## config.mk

```make
export PLATFORM = sky130hd
export DESIGN_NAME = i2cq_master
export DESIGN_NICKNAME = d
export VERILOG_FILES = /design/src/rtl/i2cq_pkg.sv /design/src/rtl/i2cq_fifo.sv /design/src/rtl/i2cq_seq.sv /design/src/rtl/i2cq_master.sv
export SDC_FILE = /design/constraint.sdc
export NUM_CORES = 1
export LEC_CHECK = 0
export BUFFER_PORTS_ARGS = -buffer_cell sky130_fd_sc_hd__clkbuf_2
export CAP_MARGIN = 5
export CORE_UTILIZATION = 30
export CTS_BUF_LIST = sky130_fd_sc_hd__clkbuf_8
export DETAILED_ROUTE_END_ITERATION = 10
export MAX_ROUTING_LAYER = met4
export SYNTH_ARGS = -nofsm -noshare
export SYNTH_HDL_FRONTEND = slang
export SYNTH_SLANG_ARGS = --single-unit
export TNS_END_PERCENT = 50
```

## constraint.sdc

```tcl
create_clock -name clk -period 5.8 [get_ports clk]
set_clock_uncertainty 0.1 [all_clocks]
set_input_delay 0.29 -clock clk [delete_from_list [all_inputs] [get_ports clk]]
set_output_delay 0.29 -clock clk [all_outputs]
set_load 0.005 [all_outputs]
```

## src/rtl/i2cq_pkg.sv

```systemverilog
package i2cq_pkg;
    localparam int CMD_W   = 11;
    localparam int CAUSE_W = 16;

    // abort cause bit positions
    localparam int CZ_ADDR_NACK = 0;
    localparam int CZ_DATA_NACK = 3;
    localparam int CZ_GC_READ   = 5;
    localparam int CZ_ARB_LOST  = 12;

    typedef enum logic [2:0] {
        S_IDLE, S_START, S_RSTART, S_BIT, S_CMD, S_STOP
    } seq_st_e;

    // word layout: restart(10) stop(9) read(8) data(7:0)
    typedef struct packed {
        logic       restart;
        logic       stop;
        logic       rd;
        logic [7:0] data;
    } cmd_t;
endpackage

```

## src/rtl/i2cq_fifo.sv

```systemverilog
module i2cq_fifo #(
    parameter int W     = 11,
    parameter int DEPTH = 64,
    localparam int AW   = $clog2(DEPTH),
    localparam int LW   = $clog2(DEPTH + 1)
) (
    input  logic          clk,
    input  logic          rst_n,
    input  logic          push,
    input  logic [W-1:0]  din,
    input  logic          pop,
    input  logic          flush,
    output logic [W-1:0]  dout,
    output logic [LW-1:0] level,
    output logic          full,
    output logic          empty
);
    typedef struct packed {
        logic [AW-1:0] rd;
        logic [AW-1:0] wr;
        logic [LW-1:0] lvl;
    } fq_t;

    fq_t q, d;
    logic [W-1:0] mem [DEPTH];
    logic do_push, do_pop;

    assign full    = (q.lvl == LW'(DEPTH));
    assign empty   = (q.lvl == '0);
    assign do_push = push && !full;
    assign do_pop  = pop && !empty;
    assign dout    = mem[q.rd];
    assign level   = q.lvl;

    always_comb begin
        d = q;
        if (flush) begin
            d = '0;
        end else begin
            if (do_push) d.wr = (q.wr == AW'(DEPTH - 1)) ? '0 : q.wr + 1'b1;
            if (do_pop)  d.rd = (q.rd == AW'(DEPTH - 1)) ? '0 : q.rd + 1'b1;
            d.lvl = q.lvl + LW'(do_push) - LW'(do_pop);
        end
    end

    always_ff @(posedge clk or negedge rst_n) begin
        if (!rst_n) q <= '0;
        else        q <= d;
    end

    always_ff @(posedge clk) begin
        if (do_push && !flush) mem[q.wr] <= din;
    end

    AST_NO_OVERFLOW: assert property (@(posedge clk) disable iff (!rst_n)
        (full && push && !pop && !flush) |=> (level == $past(level)));
    AST_LEVEL_BOUND: assert property (@(posedge clk) disable iff (!rst_n)
        (level <= LW'(DEPTH)));
endmodule

```

## src/rtl/i2cq_seq.sv

```systemverilog
module i2cq_seq
    import i2cq_pkg::*;
#(
    parameter int TW = 16
) (
    input  logic               clk,
    input  logic               rst_n,
    input  logic               en_req,
    input  logic [6:0]         tgt_addr,
    input  logic [TW-1:0]      scl_half,
    input  logic [CMD_W-1:0]   head,
    input  logic               tx_empty,
    input  logic               rx_full,
    input  logic               abort_clr,
    input  logic               scl_in,
    input  logic               sda_in,
    output logic               tx_pop,
    output logic               tx_flush,
    output logic               rx_push,
    output logic [7:0]         rx_byte,
    output logic               scl_oe,
    output logic               sda_oe,
    output logic               busy,
    output logic [CAUSE_W-1:0] cause,
    output logic               en_stat
);
    typedef struct packed {
        seq_st_e            st;
        logic [1:0]         ph;
        logic [3:0]         bitn;
        logic [TW-1:0]      cnt;
        logic [7:0]         sh;
        logic               xmit;
        logic               isaddr;
        logic               fresh;
        logic               last;
        logic [CAUSE_W-1:0] cause;
        logic               en;
    } seq_t;

    seq_t q, d;
    cmd_t hc;
    logic [TW-1:0] reload;
    logic drive1, scl_drv, stretch, tick, gc_rd;

    function automatic seq_t go_stop(seq_t s, logic [TW-1:0] rl);
        s.st  = S_STOP;
        s.ph  = 2'd0;
        s.cnt = rl;
        return s;
    endfunction

    assign hc     = cmd_t'(head);
    assign reload = (scl_half == '0) ? '0 : scl_half - 1'b1;
    assign gc_rd  = (tgt_addr == 7'd0) && hc.rd;

    // line drive from registered state
    always_comb begin
        drive1 = 1'b1;
        if (q.bitn < 4'd8) drive1 = q.xmit ? q.sh[7] : 1'b1;
        else               drive1 = q.xmit ? 1'b1 : q.last;
        scl_drv = 1'b0;
        sda_oe  = 1'b0;
        unique case (q.st)
            S_IDLE:   begin scl_drv = 1'b0;          sda_oe = 1'b0;          end
            S_START:  begin scl_drv = 1'b0;          sda_oe = 1'b1;          end
            S_RSTART: begin scl_drv = (q.ph == 2'd0); sda_oe = (q.ph == 2'd2); end
            S_BIT:    begin scl_drv = (q.ph == 2'd0); sda_oe = !drive1;       end
            S_CMD:    begin scl_drv = 1'b1;          sda_oe = 1'b0;          end
            S_STOP:   begin scl_drv = (q.ph == 2'd0); sda_oe = (q.ph != 2'd2); end
            default:  begin scl_drv = 1'b0;          sda_oe = 1'b0;          end
        endcase
    end

    assign scl_oe  = scl_drv;
    assign stretch = (q.st != S_IDLE) && (q.st != S_CMD) && !scl_drv && !scl_in;
    assign tick    = (q.cnt == '0) && !stretch;

    always_comb begin
        d        = q;
        tx_pop   = 1'b0;
        tx_flush = 1'b0;
        rx_push  = 1'b0;
        if (abort_clr) d.cause = '0;
        if (tick)          d.cnt = reload;
        else if (!stretch) d.cnt = q.cnt - 1'b1;

        unique case (q.st)
            S_IDLE: begin
                d.cnt = reload;
                d.en  = en_req;
                if (q.en && !tx_empty && (q.cause == '0)) begin
                    if (gc_rd) begin
                        d.cause[CZ_GC_READ] = 1'b1;
                        tx_flush = 1'b1;
                    end else begin
                        d.st     = S_START;
                        d.sh     = {tgt_addr, hc.rd};
                        d.xmit   = 1'b1;
                        d.isaddr = 1'b1;
                        d.bitn   = '0;
                    end
                end
            end
            S_START: begin
                if (tick) begin
                    d.st   = S_BIT;
                    d.ph   = 2'd0;
                    d.bitn = '0;
                end
            end
            S_RSTART: begin
                if (tick) begin
                    if (q.ph == 2'd2) begin
                        d.st   = S_BIT;
                        d.ph   = 2'd0;
                        d.bitn = '0;
                    end else begin
                        d.ph = q.ph + 2'd1;
                    end
                end
            end
            S_BIT: begin
                if (tick) begin
                    if (q.ph == 2'd0) begin
                        d.ph = 2'd1;
                    end else if (q.bitn < 4'd8) begin
                        if (q.xmit && q.sh[7] && !sda_in) begin
                            d = go_stop(d, reload);
                            d.cause[CZ_ARB_LOST] = 1'b1;
                            tx_flush = 1'b1;
                        end else begin
                            d.sh   = {q.sh[6:0], sda_in};
                            d.bitn = q.bitn + 4'd1;
                            d.ph   = 2'd0;
                        end
                    end else if (q.xmit && sda_in) begin
                        d = go_stop(d, reload);
                        if (q.isaddr) d.cause[CZ_ADDR_NACK] = 1'b1;
                        else          d.cause[CZ_DATA_NACK] = 1'b1;
                        tx_flush = 1'b1;
                    end else begin
                        rx_push = !q.xmit;
                        if (!q.isaddr && q.last) begin
                            d = go_stop(d, reload);
                        end else begin
                            d.st    = S_CMD;
                            d.fresh = q.isaddr;
                        end
                    end
                end
            end
            S_CMD: begin
                d.cnt = reload;
                if (!tx_empty) begin
                    if (hc.restart && !q.fresh) begin
                        if (gc_rd) begin
                            d = go_stop(d, reload);
                            d.cause[CZ_GC_READ] = 1'b1;
                            tx_flush = 1'b1;
                        end else begin
                            d.st     = S_RSTART;
                            d.ph     = 2'd0;
                            d.sh     = {tgt_addr, hc.rd};
                            d.xmit   = 1'b1;
                            d.isaddr = 1'b1;
                        end
                    end else if (!(hc.rd && rx_full)) begin
                        tx_pop   = 1'b1;
                        d.st     = S_BIT;
                        d.ph     = 2'd0;
                        d.bitn   = '0;
                        d.isaddr = 1'b0;
                        d.fresh  = 1'b0;
                        d.last   = hc.stop;
                        d.xmit   = !hc.rd;
                        d.sh     = hc.rd ? 8'hFF : hc.data;
                    end
                end
            end
            S_STOP: begin
                if (tick) begin
                    if (q.ph == 2'd2) d.st = S_IDLE;
                    else              d.ph = q.ph + 2'd1;
                end
            end
            default: d.st = S_IDLE;
        endcase
    end

    always_ff @(posedge clk or negedge rst_n) begin
        if (!rst_n) q <= '0;
        else        q <= d;
    end

    assign rx_byte = q.sh;
    assign busy    = (q.st != S_IDLE);
    assign cause   = q.cause;
    assign en_stat = q.en;

    AST_ABORT_HOLD: assert property (@(posedge clk) disable iff (!rst_n)
        (q.st == S_IDLE && q.cause != '0) |=> (q.st == S_IDLE));
    AST_EN_STABLE: assert property (@(posedge clk) disable iff (!rst_n)
        (q.st != S_IDLE) |=> (q.en == $past(q.en)));
    AST_DRY_HOLD: assert property (@(posedge clk) disable iff (!rst_n)
        (q.st == S_CMD && tx_empty) |=> (q.st == S_CMD && scl_oe));
    AST_NACK_STOP: assert property (@(posedge clk) disable iff (!rst_n)
        (rx_push && q.last) |=> (q.st == S_STOP));
endmodule

```

## src/rtl/i2cq_master.sv

```systemverilog
module i2cq_master
    import i2cq_pkg::*;
#(
    parameter int DEPTH = 64,
    parameter int TW    = 16,
    localparam int LW   = $clog2(DEPTH + 1)
) (
    input  logic               clk,
    input  logic               rst_n,
    input  logic               en_req,
    output logic               en_stat,
    input  logic [6:0]         tgt_addr,
    input  logic [TW-1:0]      scl_half,
    input  logic               cmd_push,
    input  logic [CMD_W-1:0]   cmd_word,
    input  logic               rx_pop,
    output logic [7:0]         rx_data,
    output logic [LW-1:0]      tx_level,
    output logic [LW-1:0]      rx_level,
    output logic [6:0]         status,
    output logic [CAUSE_W-1:0] abort_cause,
    input  logic               abort_clr,
    input  logic               scl_in,
    input  logic               sda_in,
    output logic               scl_oe,
    output logic               sda_oe
);
    logic [CMD_W-1:0] tx_head;
    logic tx_full, tx_empty, rx_full, rx_empty;
    logic tx_pop, tx_flush, rx_push, busy;
    logic [7:0] rx_byte;

    i2cq_fifo #(.W(CMD_W), .DEPTH(DEPTH)) u_txq (
        .clk(clk), .rst_n(rst_n), .push(cmd_push), .din(cmd_word),
        .pop(tx_pop), .flush(tx_flush), .dout(tx_head), .level(tx_level),
        .full(tx_full), .empty(tx_empty)
    );

    i2cq_fifo #(.W(8), .DEPTH(DEPTH)) u_rxq (
        .clk(clk), .rst_n(rst_n), .push(rx_push), .din(rx_byte),
        .pop(rx_pop), .flush(1'b0), .dout(rx_data), .level(rx_level),
        .full(rx_full), .empty(rx_empty)
    );

    i2cq_seq #(.TW(TW)) u_seq (
        .clk(clk), .rst_n(rst_n), .en_req(en_req), .tgt_addr(tgt_addr),
        .scl_half(scl_half), .head(tx_head), .tx_empty(tx_empty),
        .rx_full(rx_full), .abort_clr(abort_clr), .scl_in(scl_in),
        .sda_in(sda_in), .tx_pop(tx_pop), .tx_flush(tx_flush),
        .rx_push(rx_push), .rx_byte(rx_byte), .scl_oe(scl_oe),
        .sda_oe(sda_oe), .busy(busy), .cause(abort_cause), .en_stat(en_stat)
    );

    assign status = {1'b0, busy, rx_full, !rx_empty, tx_empty, !tx_full, busy};

    AST_FLUSH_EMPTY: assert property (@(posedge clk) disable iff (!rst_n)
        (tx_flush && !cmd_push) |=> (tx_level == '0));
endmodule

```

### Word level (Yosys, flattened, before mapping)

Memory sizes are Yosys's and may differ from the RTL's.
Index checks and enable logic that the tools add are counted.

| storage, ports and cells | value |
|---|---|
| logic and storage cells | 217 |
| bits in writable memories | 1,216 |
| bits in registers | 92 |
| memories | 2 |
| output and inout port bits | 48 |

Memory list:

| name | depth | width | read ports | clocked after memory_dff | wr ports | line | RTL |
|---|---|---|---|---|---|---|---|
| u_txq.mem | 64 | 11 | 1 | 0 | 1 | i2cq_fifo.sv:25 | `logic [W-1:0] mem [DEPTH];` |
| u_rxq.mem | 64 | 8 | 1 | 0 | 1 | i2cq_fifo.sv:25 |  |

| operators by class | value |
|---|---|
| magnitude comparators | 1 |
| multiplexer cells | 88 |
| reduce and logical (&&, ||, !) cells | 57 |
| $add $sub $neg | 12 |
| bitwise gates (word level) | 5 |
| eq/ne operators | 35 |

Operators by type and width:

| cell | number |
|---|---|
| two-way mux 54 bit | 3 |
| two-way mux 16 bit | 5 |
| one-hot mux 26 bit (3 select lines) | 1 |
| two-way mux 52 bit | 1 |
| two-way mux 49 bit | 1 |
| zero test 16 bit | 3 |
| two-way mux 6 bit | 6 |
| two-way mux 9 bit | 4 |
| two-way mux 32 bit | 1 |
| subtractor 16 x 1 -> 16 bit, second input constant | 2 |
| two-way mux 1 bit | 31 |
| adder 6 x 1 -> 6 bit, second input constant | 4 |
| == test 6 bit, second input constant | 4 |
| two-way mux 12 bit | 2 |
| one-hot mux 12 bit (2 select lines) | 1 |
| inequality test 2 bit, second input constant | 11 |
| zero test 7 bit | 3 |
| two-way mux 10 bit | 2 |
| one-hot mux 4 bit (5 select lines) | 1 |
| two-way mux 19 bit | 1 |
| logical AND 1 bit | 18 |
| two-way mux 3 bit | 6 |
| one-hot mux 3 bit (6 select lines) | 1 |
| AND reduction 9 bit | 2 |
| 38 further kinds | 84 |

### Logic depth before layout (Yosys ltp)

Gate-level depths: netlist (run 1).

| depth | value |
|---|---|
| depth in word-level cells | 15 |
| depth in mapped cells | 21 |
| mapped depth without buffers | 18 |

### Modules after synthesis

From an unflattened synthesis (run 1), not the netlist that was laid out.

| unflattened totals | value |
|---|---|
| cells, all modules | 2,834 |
| area, all modules | 53,055.9 µm² |

Modules (own cells, without submodules):

| module | area an instance (µm²) | instances | sequential area each (µm²) | cells an instance |
|---|---|---|---|---|
| i2cq_fifo (u_txq) | 28,668.7 | 1 | 21,615.7 | 1,432 |
| i2cq_fifo (u_rxq) | 21,000.1 | 1 | 15,850.2 | 998 |
| i2cq_seq | 3,338.2 | 1 | 1,051.0 | 396 |
| i2cq_master | 48.8 | 1 | 0.0 | 8 |

### Worst setup path after synthesis (run 1)

Ideal clock, no wire load.

| timing path | value |
|---|---|
| path type | register -> register |
| start | register u_txq.q[13] (netlist name) |
| end | memory u_txq.mem[0][0] (enable) |
| cell stages (with the launch flop) | 11 |
| library setup time | 0.393 ns |
| path slack | 1.736 ns |
| arrival | 3.570 ns |
| required time | 5.307 ns |
| cells stage by stage | dfrtp_1 -> buf_4 -> buf_4 -> mux4_2 -> a2111oi_0 -> a2111o_1 -> a21oi_1 -> o21ai_1 -> nand3_1 -> buf_2 -> nor3_1 |

| between the ends | value |
|---|---|
| word-level cells in the longest chain between the ends | 10 |
| elaborated cells on any way between the ends | 12 |
| those cells by class | mux: 7; reduce/logical: 4; memory: 1 |

Ends and longest elaborated chain:

| what | line | RTL |
|---|---|---|
| start: declaration | i2cq_fifo.sv:24 | `fq_t q, d;` |
| start signal: assignment | i2cq_fifo.sv:47 | `if (!rst_n) q <= '0;` |
| start signal: assignment | i2cq_fifo.sv:48 | `else q <= d;` |
| memory (64 x 11 bit) * | n/a |  |
| logical AND 1 bit | i2cq_seq.sv:55 | `assign gc_rd = (tgt_addr == 7'd0) && hc.rd;` |
| two-way mux 1 bit | i2cq_seq.sv:93, i2cq_seq.sv:157 |  |
| two-way mux 1 bit | i2cq_seq.sv:156 | `if (hc.restart && !q.fresh) begin` |
| two-way mux 1 bit | i2cq_seq.sv:155 | `if (!tx_empty) begin` |
| one-hot mux 1 bit (3 select lines) * | i2cq_seq.sv:88 | `unique case (q.st)` |
| zero test 1 bit * | i2cq_fifo.sv:52 | `if (do_push && !flush) mem[q.wr] <= din;` |
| logical AND 1 bit * | i2cq_fifo.sv:52 |  |
| two-way mux 1 bit * | i2cq_fifo.sv:52 |  |
| two-way mux 1 bit (implied by the code) * | i2cq_fifo.sv:52 |  |
| end: declaration | i2cq_fifo.sv:25 |  |

Mark *: on every way between the ends. The rest lies on a longest branch, timed or not.

### Worst setup path after layout (run 1)

| timing path | value |
|---|---|
| start | register u_txq.q[13] (netlist name) |
| end | memory u_txq.mem[11][1] (enable) |

The elaborated chain is that of the path after synthesis.

==> metrics, run 1 <==
status finished, final reports clean; Routed wire per std cell 23.86 um; RSZ-0062 raised after global routing false; PwrDens 405.2 mW/mm^2; worst hold slack 0.05323 ns; Worst-path clk slew 0.07 ns; P_leak 19.95 nW; first-pass GRT wire length 191300 um; most common cell after layout, fill and taps aside edfxtp_1; die height 420.1 um; WL final 130900 um; Worst-Skew Late Latency 0.90 ns; cells along the critical path mux4_2 > a2111oi_0 > a2111o_1 > a21oi_1 > o21ai_1 > nand3_4 > buf_4 > nor3_2; Syn Inst Count 2724; ranking of synthesized cells by area edfxtp_1 70%, mux4_2 13%, dfrtp_1 3.8%; H-tree depth 4; pre-CTS setup slack 0.7640 ns; hold path startpoint cmd_word[8]; clock sink count 1296; Worst path slowest cell nor3_2; top-area cell type share of the netlist area 0.6964; clock root buffer clkbuf_8; Starting Density 0.3017; maximum vdd drop 0.0002923 V; full die area 0.1765 mm^2; asr flop ratio synth 0.06173; GPL Wtd Cong 0.8921; Design Power 24.41 mW; Worst Path Max Fanout 33; I/O pin cnt 90; nets just over 3000; period utilization 0.8771; crit path launch u_txq.q[13]; initial antenna violation count 1; total track usage 0.1520; Yosys warnings 0; setup ws final 0.7128 ns; TritonCTS clock tree done; worst path required time 6.20 ns; max_slew headroom 0.2581; vias post-DR 27309; Final Setup Violations 0; antenna-violating nets left 0; setup tns final 0 ns; register bit count reported by yosys between 1000 and 1500; drc violations 0; Setup crit end kind flop; WP data arrival 5.49 ns; Period minus WS final 5.087 ns; Buf/Inv on CP 1; worst stage delay on the critical path 0.83 ns; detail-routed via count per cell 4.977; post-synthesis cell type count 81; Hold Path Class input port to flop; grt ovf 0; Num CTS Buffers 192; DR iter-0 viols 2703; synthesized area per cell 19.25 um^2; Max clock buf depth 3; Top delay family on crit path compound AO/OA/AOI/OAI gates; port bufs 76; max-capacitance violation count 0; Syn Std Cell Area 0.05244 mm^2; DP HPWL 80670 um; Fmax 196.6 MHz; vias in the first global route 27570; reg2reg setup slack 0.71 ns; Worst R2R Start u_txq.q[13]; crit path kind flop to flop; register area share after synthesis 0.7346; die width 420.1 um; largest net degree at the start of global routing 67; Slew Limit Fails 0; First-pass DRT Iterations 5; CP startpoint kind flop; main flop type after synthesis edfxtp_1; Final Hold Vio Count 0; Core Footprint ~0.17 mm^2; Synth area leader edfxtp_1; most frequent cells in the layout 1216 x edfxtp_1, 310 x mux4_2, 193 x clkbuf_8, 125 x nor2_1, 114 x buf_4; Tightest Pin Transition between 1 and 1.5 ns; Post-synth EDFFs 1216; ratio of cells with drive above 1 in the final layout 0.2654; Rows 153; Area Overhead vs Synth 14.89%
-- power by group --
group	internal, mW	leakage (nW)	switching, mW
clock	3.35	2.02	3.57
sequential	11.2	12.0	0.634
combinational	2.38	5.94	3.32
-- sequential cells by signal, indices dropped and copies added, names as in the netlist --
signal and count:
u_rxq.q 12, u_rxq.mem 512, u_seq.q 29, u_txq.mem 704, u_txq.level 7, u_seq.rx_byte 8, u_seq.cause 4, u_rxq.level 7
u_seq.en_stat 1, u_txq.q 12
-- layout make-up --
cell class	instances	area (um^2)
diodes	1	2.502
clock buffers	193	2656
clock inverters	160	864.6
fillers	16414	113600
inverters	53	198.9
multi-input cells	1201	13090
flip-flops and latches	1296	38540
well taps	2325	2909
repair buffers	258	1982
-- routing by layer --
layer	track usage	share of wire
met1	0.1991	0.42
met2	0.2361	0.48
met3	0.03042	0.069
met4	0.05097	0.028
met5	-	0
-- worst register-to-register path: cells and delay by family, from the launching register on --
kind | cells | cell delay [ns]
AOI/OAI and AO/OA | 4 | 1.51
buffers and inverters | 1 | 0.41
DFF | 1 | 0.81
muxes | 1 | 0.60
and+or+nand+nor | 2 | 1.26
-- path summary, 6_finish.rpt --
| check | endpoint | cells past startpoint |
|---|---|---|
| setup reg to reg | u_txq.mem[11][1] | 8 |
| min in group asynchronous | u_seq.q[53] | 4 |
| hold reg to reg | u_seq.q[46] | 2 |
| hold / removal | u_txq.mem[6][8] | 1 |
| setup / recovery | u_txq.mem[11][1] | 8 |
| max in group asynchronous | u_txq.q[13] | 4 |
-- per-stage QoR --
stage,std cells,utilization,instance area [um^2]
final,5487,0.3466,60240
after global routing,5487,0.3466,60240
after CTS,5485,0.3465,60220
after detailed placement,5068,0.3225,56050
after global placement,5068,0.3225,56050
after floorplan,2736,-,52480
-- cell usage after synthesis, drive strengths merged (4+ instances only) --
cell        n
mux2       10
nor2b      11
a21oi      62
o21ai      47
o22ai      36
or3        11
clkbuf     82
a21boi      4
a31oi       9
nor3       81
nor4       12
inv        52
nand2b      8
mux2i      85
nor2      133
nand3b     13
nand3      21
a22oi      19
a221oi     27
or4         5
and3        6
o221ai     10
xnor2      37
o211ai      5
dfrtp      80
a22o        9
ha         30
a2111oi     5
buf       104
edfxtp   1216
and2       11
xor2       12
mux4      310
o32ai       4
nand4       9
nand2      81
a211oi     16
-- logic make-up (layout without fill, tap and decap cells) --
family	count (synthesis)	after routing	synth area share
adder cells (fa/ha/maj)	32	32	0.007922
flip-flops	1296	1296	0.7346
AND/OR/NAND/NOR	421	421	0.04006
XOR/XNOR	49	49	0.008185
multiplexers	405	405	0.1515
other	1	14	0.00007152
buffers and inverters	239	664	0.02140
AO/OA/AOI/OAI	281	281	0.03627
-- timing repair --
action	CTS	global route
setup endpoints to repair	0	0
endpoints found under the hold margin	734	0
setup buffers	0	0
hold buffers	64	0
resized for setup	0	0
No activity file was read; power rests on OpenSTA's default activity.
==> inputs of run 2 (changes only) <==
==> constraint.sdc (replaced) <==
create_clock -name clk -period 5.8 [get_ports clk]
set_clock_uncertainty 0.1 [all_clocks]
set_input_delay 0.58 -clock clk [delete_from_list [all_inputs] [get_ports clk]]
set_output_delay 0.58 -clock clk [all_outputs]
set_load 0.005 [all_outputs]
==> metrics, run 2 (same netlist as run 1, synthesis figures left out) <==
Period minus WS final 5.069 ns (was 5.087 ns); Worst Path Max Fanout 26 (was 33); status finished, final reports clean (unchanged); Comb power frac 0.237 (was 0.234); Sw Share 0.3075 (was 0.3082); PwrDens 403.3 mW/mm^2 (was 405.2 mW/mm^2); Final Setup Violations 0 (unchanged); Hold Path Class input port to asynchronous set/reset pin (was input port to flop); Max clock buf depth 3 (unchanged); grt ovf 0 (unchanged); CP startpoint kind flop (unchanged); Final Hold Vio Count 0 (unchanged); maximum vdd drop 0.0002765 V (was 0.0002923 V); GPL Wtd Cong 0.8836 (was 0.8921); Setup crit end kind flop (unchanged); most common cell after layout, fill and taps aside edfxtp_1 (unchanged); H-tree depth 4 (unchanged); Most flops, register u_txq.mem (unchanged); drc violations 0 (unchanged); Starting Density 0.3017 (unchanged); clock root buffer clkbuf_8 (unchanged); die width 420.1 um (unchanged); most frequent cells in the layout 1216 x edfxtp_1, 310 x mux4_2, 199 x clkbuf_8, 126 x inv_1, 125 x nor2_1 (was 1216 x edfxtp_1, 310 x mux4_2, 193 x clkbuf_8, 125 x nor2_1, 114 x buf_4); Worst-path clk slew 0.08 ns (was 0.07 ns); Routed wire per std cell 24.02 um (was 23.86 um); die height 420.1 um (unchanged); Clk pwr share 0.278 (was 0.284); vias post-DR 27310 (was 27309); Slew Limit Fails 0 (unchanged); port bufs 76 (unchanged); total track usage 0.1518 (was 0.1520); DP HPWL 80630 um (was 80670 um); switching power 7.422 mW (was 7.524 mW); max reg flops 704 (unchanged); I/O pin cnt 90 (unchanged); Worst path slowest cell nor3_2 (unchanged); Worst-Skew Late Latency 0.90 ns (about the same); crit path kind flop to flop (unchanged); first-pass GRT wire length 190700 um (was 191300 um); clock sink count 1296 (unchanged); Area Overhead vs Synth 14.14% (was 14.89%); Rows 153 (unchanged); pre-CTS setup slack 0.7608 ns (was 0.7640 ns); nets 3048 (was 3076); setup tns final 0 ns (unchanged); Int Power 16.72 mW (was 16.89 mW); antenna-violating nets left 0 (unchanged); largest net degree at the start of global routing 66 (was 67); max_slew headroom 0.2238 (was 0.2581); Worst Reg-to-Reg Cells 8 (unchanged); sequential share of power 0.485 (was 0.483); full die area 0.1765 mm^2 (unchanged); reg2reg setup slack 0.73 ns (was 0.71 ns); initial antenna violation count 2 (was 1); worst path required time 6.19 ns (was 6.20 ns); WP data arrival 5.46 ns (was 5.49 ns); cells along the critical path mux4_2 > a2111oi_0 > a2111o_1 > a21oi_1 > o21ai_1 > nand3_4 > buf_4 > nor3_2 (unchanged); max-capacitance violation count 0 (unchanged); Num CTS Buffers 191 (was 192); setup ws final 0.7307 ns (was 0.7128 ns); Regs by FF count u_txq.mem (704), u_rxq.mem (512), u_seq.q (29) (unchanged); post-CTS sizing 0 (unchanged); WL final 131000 um (was 130900 um); Fmax 197.3 MHz (was 196.6 MHz); detail-routed via count per cell 5.009 (was 4.977); Core Footprint 0.1738 mm^2 (unchanged); Tightest Pin Transition 1.155 ns (was 1.104 ns); vias in the first global route 27239 (was 27570); ratio of cells with drive above 1 in the final layout 0.2652 (was 0.2654); period utilization 0.8740 (was 0.8771); RSZ-0062 raised after global routing false (unchanged); DR iter-0 viols 2888 (was 2703); Design Power 24.14 mW (was 24.41 mW); TritonCTS clock tree done (unchanged); worst stage delay on the critical path 0.82 ns (was 0.83 ns); P_leak 19.82 nW (was 19.95 nW); First-pass DRT Iterations 7 (was 5)
run 2: power by group through the flow:
stage	Combinational (mW)	Sequential, mW	Clock (mW)
detailed placement	5.82	11.9	0
finish	5.72	11.7	6.71
global route	6.13	11.8	7.23
CTS	5.85	11.7	6.87
global placement	5.77	11.9	0
floorplan	3.62	11.7	0
run 2: per-stage QoR:
| stage | cell area, um^2 | instances | util | hold WS, ns |
|---|---|---|---|---|
| after detailed placement | 56090 | 5070 | 0.3227 | 0.4297 |
| after global placement | 56090 | 5070 | 0.3227 | 0.4217 |
| after CTS | 59850 | 5451 | 0.3443 | 0.05048 |
| after floorplan | 52480 | 2736 | - | 0.1844 |
| final | 59850 | 5452 | 0.3443 | 0.1237 |
| after global routing | 59850 | 5452 | 0.3443 | 0.08511 |
run 2: repair_timing:
item,CTS,global route
buffers inserted,0,0
hold buffers,36,0
hold endpoints to repair,72,0
run 2: layout make-up:
cell class / instances / area [um^2]
clock buffer: 199 / 2739
sequential: 1296 / 38540
tap: 2325 / 2909
multi-input combinational: 1201 / 13090
fill: 16431 / 114000
timing repair buffer: 231 / 1712
inverter: 53 / 198.9
antenna: 1 / 2.502
clock inverter: 146 / 658.1
run 2: path summary, 6_finish.rpt:
| path | start | to |
|---|---|---|
| worst max-delay path | u_txq.q[13] | u_txq.mem[15][9] |
| worst min-delay path | rst_n | u_seq.q[51] |
| worst max register to register | u_txq.q[13] | u_txq.mem[15][9] |
| worst min register to register | u_seq.q[50] | u_seq.q[50] |
| max in group asynchronous | rst_n | u_seq.rx_byte[4] |
| min in group clk | cmd_push | u_txq.q[8] |
run 2: critical path: cells and delay by family, from the launching register on:
kind	cells	cell delay (ns)
buffers and inverters	1	0.38
muxes	1	0.56
AOI/OAI and AO/OA	4	1.54
DFF	1	0.76
and+or+nand+nor	2	1.29
run 2: layer usage:
layer,vias up,part of all wire,track usage
li1,11650,-,-
met1,14302,0.43,0.2051
met2,1161,0.49,0.2351
met3,197,0.065,0.02598
met4,0,0.023,0.04410
met5,-,0,-
